<file path="src/rtl/rp_irq_pkg.sv">
package rp_irq_pkg;

    localparam int REG_W  = 32;
    localparam int ADDR_W = 12;

    // Register byte offsets
    localparam logic [ADDR_W-1:0] OFS_EVENT  = 12'h138;
    localparam logic [ADDR_W-1:0] OFS_ENABLE = 12'h13C;
    localparam logic [ADDR_W-1:0] OFS_PHY    = 12'h144;
    localparam logic [ADDR_W-1:0] OFS_CTRL   = 12'h148;

    localparam int LINK_UP_BIT = 11;
    localparam int BRIDGE_BIT  = 0;

    // Event cause bit positions
    localparam int EV_LINK_LOST   = 0;
    localparam int EV_CRC_BAD     = 1;
    localparam int EV_STREAM_BAD  = 2;
    localparam int EV_HOT_RST     = 3;
    localparam int EV_CFG_TMO     = 8;
    localparam int EV_MSG_CORR    = 9;
    localparam int EV_MSG_NONFTL  = 10;
    localparam int EV_MSG_FATAL   = 11;
    localparam int EV_LEGACY      = 16;
    localparam int EV_MSG_IRQ     = 17;
    localparam int EV_SLV_FIRST   = 20;
    localparam int EV_SLV_COUNT   = 6;
    localparam int EV_MST_FIRST   = 26;
    localparam int EV_MST_COUNT   = 3;

    function automatic logic [REG_W-1:0] event_bits();
        logic [REG_W-1:0] m;
        m = '0;
        m[EV_LINK_LOST]  = 1'b1;
        m[EV_CRC_BAD]    = 1'b1;
        m[EV_STREAM_BAD] = 1'b1;
        m[EV_HOT_RST]    = 1'b1;
        m[EV_CFG_TMO]    = 1'b1;
        m[EV_MSG_CORR]   = 1'b1;
        m[EV_MSG_NONFTL] = 1'b1;
        m[EV_MSG_FATAL]  = 1'b1;
        m[EV_LEGACY]     = 1'b1;
        m[EV_MSG_IRQ]    = 1'b1;
        for (int i = 0; i < EV_SLV_COUNT; i++) m[EV_SLV_FIRST+i] = 1'b1;
        for (int i = 0; i < EV_MST_COUNT; i++) m[EV_MST_FIRST+i] = 1'b1;
        return m;
    endfunction

    localparam logic [REG_W-1:0] EVENT_IMPL  = event_bits();
    localparam logic [REG_W-1:0] ENABLE_IMPL = 32'h1FF3_0FED;

    typedef enum logic [2:0] {
        SEL_NONE,
        SEL_EVENT,
        SEL_ENABLE,
        SEL_PHY,
        SEL_CTRL
    } reg_sel_e;

endpackage

</file>
<file path="src/rtl/rp_irq_events.sv">
module rp_irq_events #(
    parameter int                 W    = rp_irq_pkg::REG_W,
    parameter logic [W-1:0]       IMPL = rp_irq_pkg::EVENT_IMPL
) (
    input  logic         clk,
    input  logic         rst_n,
    input  logic [W-1:0] pulse_i,
    input  logic [W-1:0] clr_i,
    output logic [W-1:0] flags_o
);

    typedef struct packed {
        logic [W-1:0] flags;
    } ev_state_t;

    ev_state_t    st_d, st_q;
    logic [W-1:0] nxt_d;

    // Per-bit sticky cell; the set term dominates the clear term.
    for (genvar b = 0; b < W; b++) begin : g_bit
        if (IMPL[b]) begin : g_live
            assign nxt_d[b] = pulse_i[b] | (st_q.flags[b] & ~clr_i[b]);


            set_wins_chk: assert property (@(posedge clk) disable iff (!rst_n)
                pulse_i[b] |=> flags_o[b]);

            sticky_chk: assert property (@(posedge clk) disable iff (!rst_n)
                (flags_o[b] && !clr_i[b]) |=> flags_o[b]);

            w1c_chk: assert property (@(posedge clk) disable iff (!rst_n)
                (clr_i[b] && !pulse_i[b]) |=> !flags_o[b]);
        end else begin : g_hole
            assign nxt_d[b] = 1'b0;
        end
    end

    always_comb begin
        st_d       = st_q;
        st_d.flags = nxt_d;
    end

    always_ff @(posedge clk or negedge rst_n) begin
        if (!rst_n) st_q <= '0;
        else        st_q <= st_d;
    end

    assign flags_o = st_q.flags;

endmodule

</file>
<file path="src/rtl/rp_irq_regs.sv">
module rp_irq_regs
    import rp_irq_pkg::*;
#(
    parameter int                 DW       = REG_W,
    parameter int                 AW       = ADDR_W,
    parameter logic [AW-1:0]      A_EVENT  = OFS_EVENT,
    parameter logic [AW-1:0]      A_ENABLE = OFS_ENABLE,
    parameter logic [AW-1:0]      A_PHY    = OFS_PHY,
    parameter logic [AW-1:0]      A_CTRL   = OFS_CTRL,
    parameter logic [DW-1:0]      EN_IMPL  = ENABLE_IMPL
) (
    input  logic          clk,
    input  logic          rst_n,
    input  logic          valid_i,
    input  logic          write_i,
    input  logic [AW-1:0] addr_i,
    input  logic [DW-1:0] wdata_i,
    input  logic [DW-1:0] flags_i,
    input  logic          link_up_i,
    output logic          ready_o,
    output logic [DW-1:0] rdata_o,
    output logic [DW-1:0] clr_o,
    output logic [DW-1:0] enable_o,
    output logic          bridge_o
);

    typedef struct packed {
        logic [DW-1:0] enable;
        logic          bridge;
        logic          ready;
        logic [DW-1:0] rdata;
    } rf_state_t;

    rf_state_t st_d, st_q;
    reg_sel_e  sel;

    always_comb begin
        if      (addr_i == A_EVENT)  sel = SEL_EVENT;
        else if (addr_i == A_ENABLE) sel = SEL_ENABLE;
        else if (addr_i == A_PHY)    sel = SEL_PHY;
        else if (addr_i == A_CTRL)   sel = SEL_CTRL;
        else                         sel = SEL_NONE;
    end

    always_comb begin
        st_d       = st_q;
        st_d.ready = valid_i;
        st_d.rdata = '0;
        clr_o      = '0;
        if (valid_i && write_i) begin
            case (sel)
                SEL_EVENT:  clr_o       = wdata_i;
                SEL_ENABLE: st_d.enable = wdata_i & EN_IMPL;
                SEL_CTRL:   st_d.bridge = wdata_i[BRIDGE_BIT];
                default:    ;
            endcase
        end else if (valid_i) begin
            case (sel)
                SEL_EVENT:  st_d.rdata                = flags_i;
                SEL_ENABLE: st_d.rdata                = st_q.enable;
                SEL_PHY:    st_d.rdata[LINK_UP_BIT]   = link_up_i;
                SEL_CTRL:   st_d.rdata[BRIDGE_BIT]    = st_q.bridge;
                default:    ;
            endcase
        end
    end

    always_ff @(posedge clk or negedge rst_n) begin
        if (!rst_n) st_q <= '0;
        else        st_q <= st_d;
    end

    assign ready_o  = st_q.ready;
    assign rdata_o  = st_q.rdata;
    assign enable_o = st_q.enable;
    assign bridge_o = st_q.bridge;


    ready_follows_chk: assert property (@(posedge clk) disable iff (!rst_n)
        valid_i |=> ready_o);

    idle_quiet_chk: assert property (@(posedge clk) disable iff (!rst_n)
        !valid_i |=> (!ready_o && rdata_o == '0));

    unmapped_rd_chk: assert property (@(posedge clk) disable iff (!rst_n)
        (valid_i && !write_i && sel == SEL_NONE) |=> rdata_o == '0);

    unmapped_wr_chk: assert property (@(posedge clk) disable iff (!rst_n)
        (valid_i && write_i && sel == SEL_NONE) |=> ($stable(enable_o) && $stable(bridge_o)));

    phy_wr_chk: assert property (@(posedge clk) disable iff (!rst_n)
        (valid_i && write_i && sel == SEL_PHY) |=> ($stable(enable_o) && $stable(bridge_o)));

endmodule

</file>
<file path="src/rtl/rp_irq_status.sv">
module rp_irq_status
    import rp_irq_pkg::*;
#(
    parameter int DW = REG_W,
    parameter int AW = ADDR_W
) (
    input  logic          clk,
    input  logic          rst_n,
    input  logic [DW-1:0] evt_i,
    input  logic          link_up_i,
    input  logic          reg_valid_i,
    input  logic          reg_write_i,
    input  logic [AW-1:0] reg_addr_i,
    input  logic [DW-1:0] reg_wdata_i,
    output logic          reg_ready_o,
    output logic [DW-1:0] reg_rdata_o,
    output logic          bridge_en_o,
    output logic          host_irq_o
);

    logic [DW-1:0] flags;
    logic [DW-1:0] clr;
    logic [DW-1:0] enable;

    rp_irq_events #(
        .W    (DW),
        .IMPL (EVENT_IMPL)
    ) i_events (
        .clk     (clk),
        .rst_n   (rst_n),
        .pulse_i (evt_i),
        .clr_i   (clr),
        .flags_o (flags)
    );

    rp_irq_regs #(
        .DW (DW),
        .AW (AW)
    ) i_regs (
        .clk       (clk),
        .rst_n     (rst_n),
        .valid_i   (reg_valid_i),
        .write_i   (reg_write_i),
        .addr_i    (reg_addr_i),
        .wdata_i   (reg_wdata_i),
        .flags_i   (flags),
        .link_up_i (link_up_i),
        .ready_o   (reg_ready_o),
        .rdata_o   (reg_rdata_o),
        .clr_o     (clr),
        .enable_o  (enable),
        .bridge_o  (bridge_en_o)
    );

    assign host_irq_o = |(flags & enable);


    irq_fall_chk: assert property (@(posedge clk) disable iff (!rst_n)
        $fell(host_irq_o) |-> $past(reg_valid_i && reg_write_i));

    irq_rise_chk: assert property (@(posedge clk) disable iff (!rst_n)
        $rose(host_irq_o) |-> ($past(evt_i != '0) || $past(reg_valid_i && reg_write_i)));

endmodule

</file>
<file path="config.mk">
export PLATFORM = sky130hd
export DESIGN_NAME = rp_irq_status
export DESIGN_NICKNAME = d
export VERILOG_FILES = /design/src/rtl/rp_irq_pkg.sv /design/src/rtl/rp_irq_events.sv /design/src/rtl/rp_irq_regs.sv /design/src/rtl/rp_irq_status.sv
export SDC_FILE = /design/constraint.sdc
export NUM_CORES = 1
export LEC_CHECK = 0
export BUFFER_PORTS_ARGS = -buffer_cell sky130_fd_sc_hd__buf_2
export CORE_ASPECT_RATIO = 1.2
export CORE_MARGIN = 3
export CORE_UTILIZATION = 51
export DETAILED_ROUTE_END_ITERATION = 12
export PLACE_DENSITY = 0.91
export RECOVER_POWER = 25
export SLEW_MARGIN = 20
export SYNTH_ARGS = -nofsm -noshare
export SYNTH_HDL_FRONTEND = slang
export SYNTH_SLANG_ARGS = --single-unit
</file>
<file path="constraint.sdc">
create_clock -name clk -period 3.6 [get_ports clk]
set_input_delay 1.08 -clock clk [delete_from_list [all_inputs] [get_ports clk]]
set_output_delay 1.08 -clock clk [all_outputs]
set_load 0.05 [all_outputs]
</file>
==> metrics.txt <==
post-DP HPWL 4194 µm; layout cells sized above 1 approximately 33%; IO Port Bufs 82; maximum number of buffers from clock root to sink 2; Post-synth ARST share 100.0%; most frequent cell after synthesis dfrtp_1; Worst Min Path Start i_regs.enable_o[6]$_DFFE_PN0P_; Wirelength per Cell 15.77 µm; first-pass GRT wire length 9411 µm; Top FF cell, synth dfrtp_1; Num CTS Buffers 9; largest net degree at the start of global routing 48; Gate Count Post-Synth 214; Yosys top cell by area dfrtp_1; Area Growth Syn to Fin 23.08%; FF-to-FF Start i_regs.enable_o[11]$_DFFE_PN0P_; Post-Route WL 5787 µm; initial antenna violation count 0; DP Worst Slack 688.4 ps; Seq/Total Area, Yosys 59.20%; Peak VDD IR 358.7 µV; dominant cells by area after synthesis dfrtp_1 (59%), mux2_1 (9.2%), mux2i_1 (6.7%); endpoints failing setup 0; CP Data Required Time 2520 ps; worst hold path type reg2reg; area of the die 6218 µm²; number of diodes 0; #FFs+latches synth 64; number of synthesized flops with an enable pin 0; gr usage total 20.14%; final std cells w/o fill ~370; Die Y approximately 86 µm; clock slew at reported path FFs 60 ps; mapped cell area 2705 µm²; endpoint class of the critical path output port; H-tree levels 3; Post-CTS Resized 0; setup TNS 0 ps; Fin Clk Skew 4.345 ps; Distinct cells, synth 29; Slew Viols, Final 0; worst-margin pin slew 1144 ps; placed cell count ~350; core area 5045 µm²; fmax 350.4 MHz; Setup Buffers After CTS 0; final worst slack 746.1 ps; DR iter-0 viols 107; Min-Delay Path Depth 1; critical path arrival 1770 ps; Final Hold Vio Count 0; First-pass DRT Iterations 4; TritonCTS clock tree yes; startpoint types flip-flop; CP Max Fanout 3; Final GP Congestion 0.7886; fin crit share 79.27%; Die W 72.49 µm; Pwr Density 432.1 nW/µm²; Worst-Skew Late Latency 340 ps; outcome finished, final reports clean; list of most frequent post-synthesis cells dfrtp_1 (64), mux2_1 (22), nand2_1 (22); Placement Rows 28; vias in the first global route 2024; Remaining DRCs 0; clk sinks 64; RSZ-0062 raised after global routing no; vias per cell 5.237; Antenna Nets Post-Route 0; crit path kind reg2out; Nets 383; end of the worst hold path i_regs.enable_o[6]$_DFFE_PN0P_; vias around 1900; I/O pin total 116; Tmin final about 2900 ps; Worst Reg2Reg Path Length in Cells 3; Worst R2R Setup Slack 2670 ps; clock root cell clkbuf_8; top cell type's share of synthesized area 59.20%; GR Overflow Total 0; Pleak 1.726 nW; terminus of the critical flop-to-flop path i_regs.rdata_o[11]$_DFF_PN0_; Relative slew margins 23.74%; Mean Syn Cell Area 12.64 µm²; Yosys Warn Count 0; hold buffers post-CTS 0; Initial Util 53.62%; max-cap violations 0
==> through the flow <==
step / total power, mW / utilization [%] / instance area (µm²) / hold slack, ps
3_3_place_gp: 0.8349 / 62.15 / 3136 / 460.8
4_1_cts: 1.449 / 66.10 / 3334 / 482.6
3_5_place_dp: 0.8376 / 62.15 / 3136 / 468.1
5_1_grt: 1.498 / 66.00 / 3329 / 506.0
6_report: 1.439 / 66.00 / 3329 / 483.0
2_1_floorplan: 0.7922 / - / 2739 / 440.8
==> layout make-up <==
class	instances	area (µm²)
Clock buffer	13	158.9
Sequential cell	64	1602
Timing Repair Buffer	86	435.4
Multi-Input combinational cell	141	1018
Tap cell	60	75.07
Fill cell	401	1715
Clock inverter	3	40.04
==> placed cells by master (no fill, tap or decap), drive strengths merged <==
cell,synthesis,routed
nand2b,1,1
a22o,3,3
or3,1,1
nand4b,1,1
o22ai,1,1
conb,1,10
nand4,3,3
clkbuf,2,16
nor2b,1,1
nand2,22,22
nor4,3,3
and3,6,6
a21o,19,19
dfrtp,64,64
mux2i,18,18
nor3,1,1
mux2,22,22
or4b,2,2
bufinv,0,1
buf,16,83
clkinv,0,2
a22oi,3,3
nor2,19,19
o21ai,1,1
nor4b,1,1
a221oi,3,3
==> layer usage <==
layer / global-route usage [%] / up-vias / share of wire [%]
met4: 9.732 / 0 / 2.2
met5: 0 / - / 0
met3: 5.510 / 12 / 4.9
met2: 34.71 / 56 / 54
li1: - / 907 / -
met1: 22.82 / 947 / 39
==> kinds of logic after synthesis <==
logic type             synth area share (%)
buffers and inverters                 4.718
other                                0.1386
AND/OR/NAND/NOR                       11.66
AO/OA/AOI/OAI                         8.465
multiplexers                          15.82
flip-flops                            59.20
==> how the worst max path moves through the flow <==
stage | startpoint | to | slack (ps) | depth (start not counted)
2_1_floorplan | reg_addr_i[7] | i_regs.enable_o[0]$_DFFE_PN0P_ | 850 | 5
3_3_place_gp | reg_addr_i[11] | i_regs.enable_o[27]$_DFFE_PN0P_ | 730 | 5
3_5_place_dp | reg_addr_i[11] | i_regs.enable_o[7]$_DFFE_PN0P_ | 690 | 5
4_1_cts | i_events.flags_o[24]$_DFF_PN0_ | host_irq_o | 700 | 5
5_1_grt | i_events.flags_o[24]$_DFF_PN0_ | host_irq_o | 640 | 5
6_report | i_events.flags_o[24]$_DFF_PN0_ | host_irq_o | 750 | 5
==> worst max-delay path, stage by stage, from the launching register on <==
cell	delay, ps
dfrtp_1	400
a22o_1	240
a221oi_1	270
and3_1	220
nand4_1	90
buf_2	230
==> sequential cells by signal (all words and copies together), names as in the netlist <==
register	cells
i_events.flags_o	19
i_regs.bridge_o	1
i_regs.enable_o	21
i_regs.rdata_o	22
i_regs.ready_o	1
==> report_power, final <==
part | switching, mW | internal [mW]
clock network | 0.259 | 0.356
registers | 0.000521 | 0.720
logic | 0.0684 | 0.0340
Note: power is estimated with default switching activity, not from simulation.
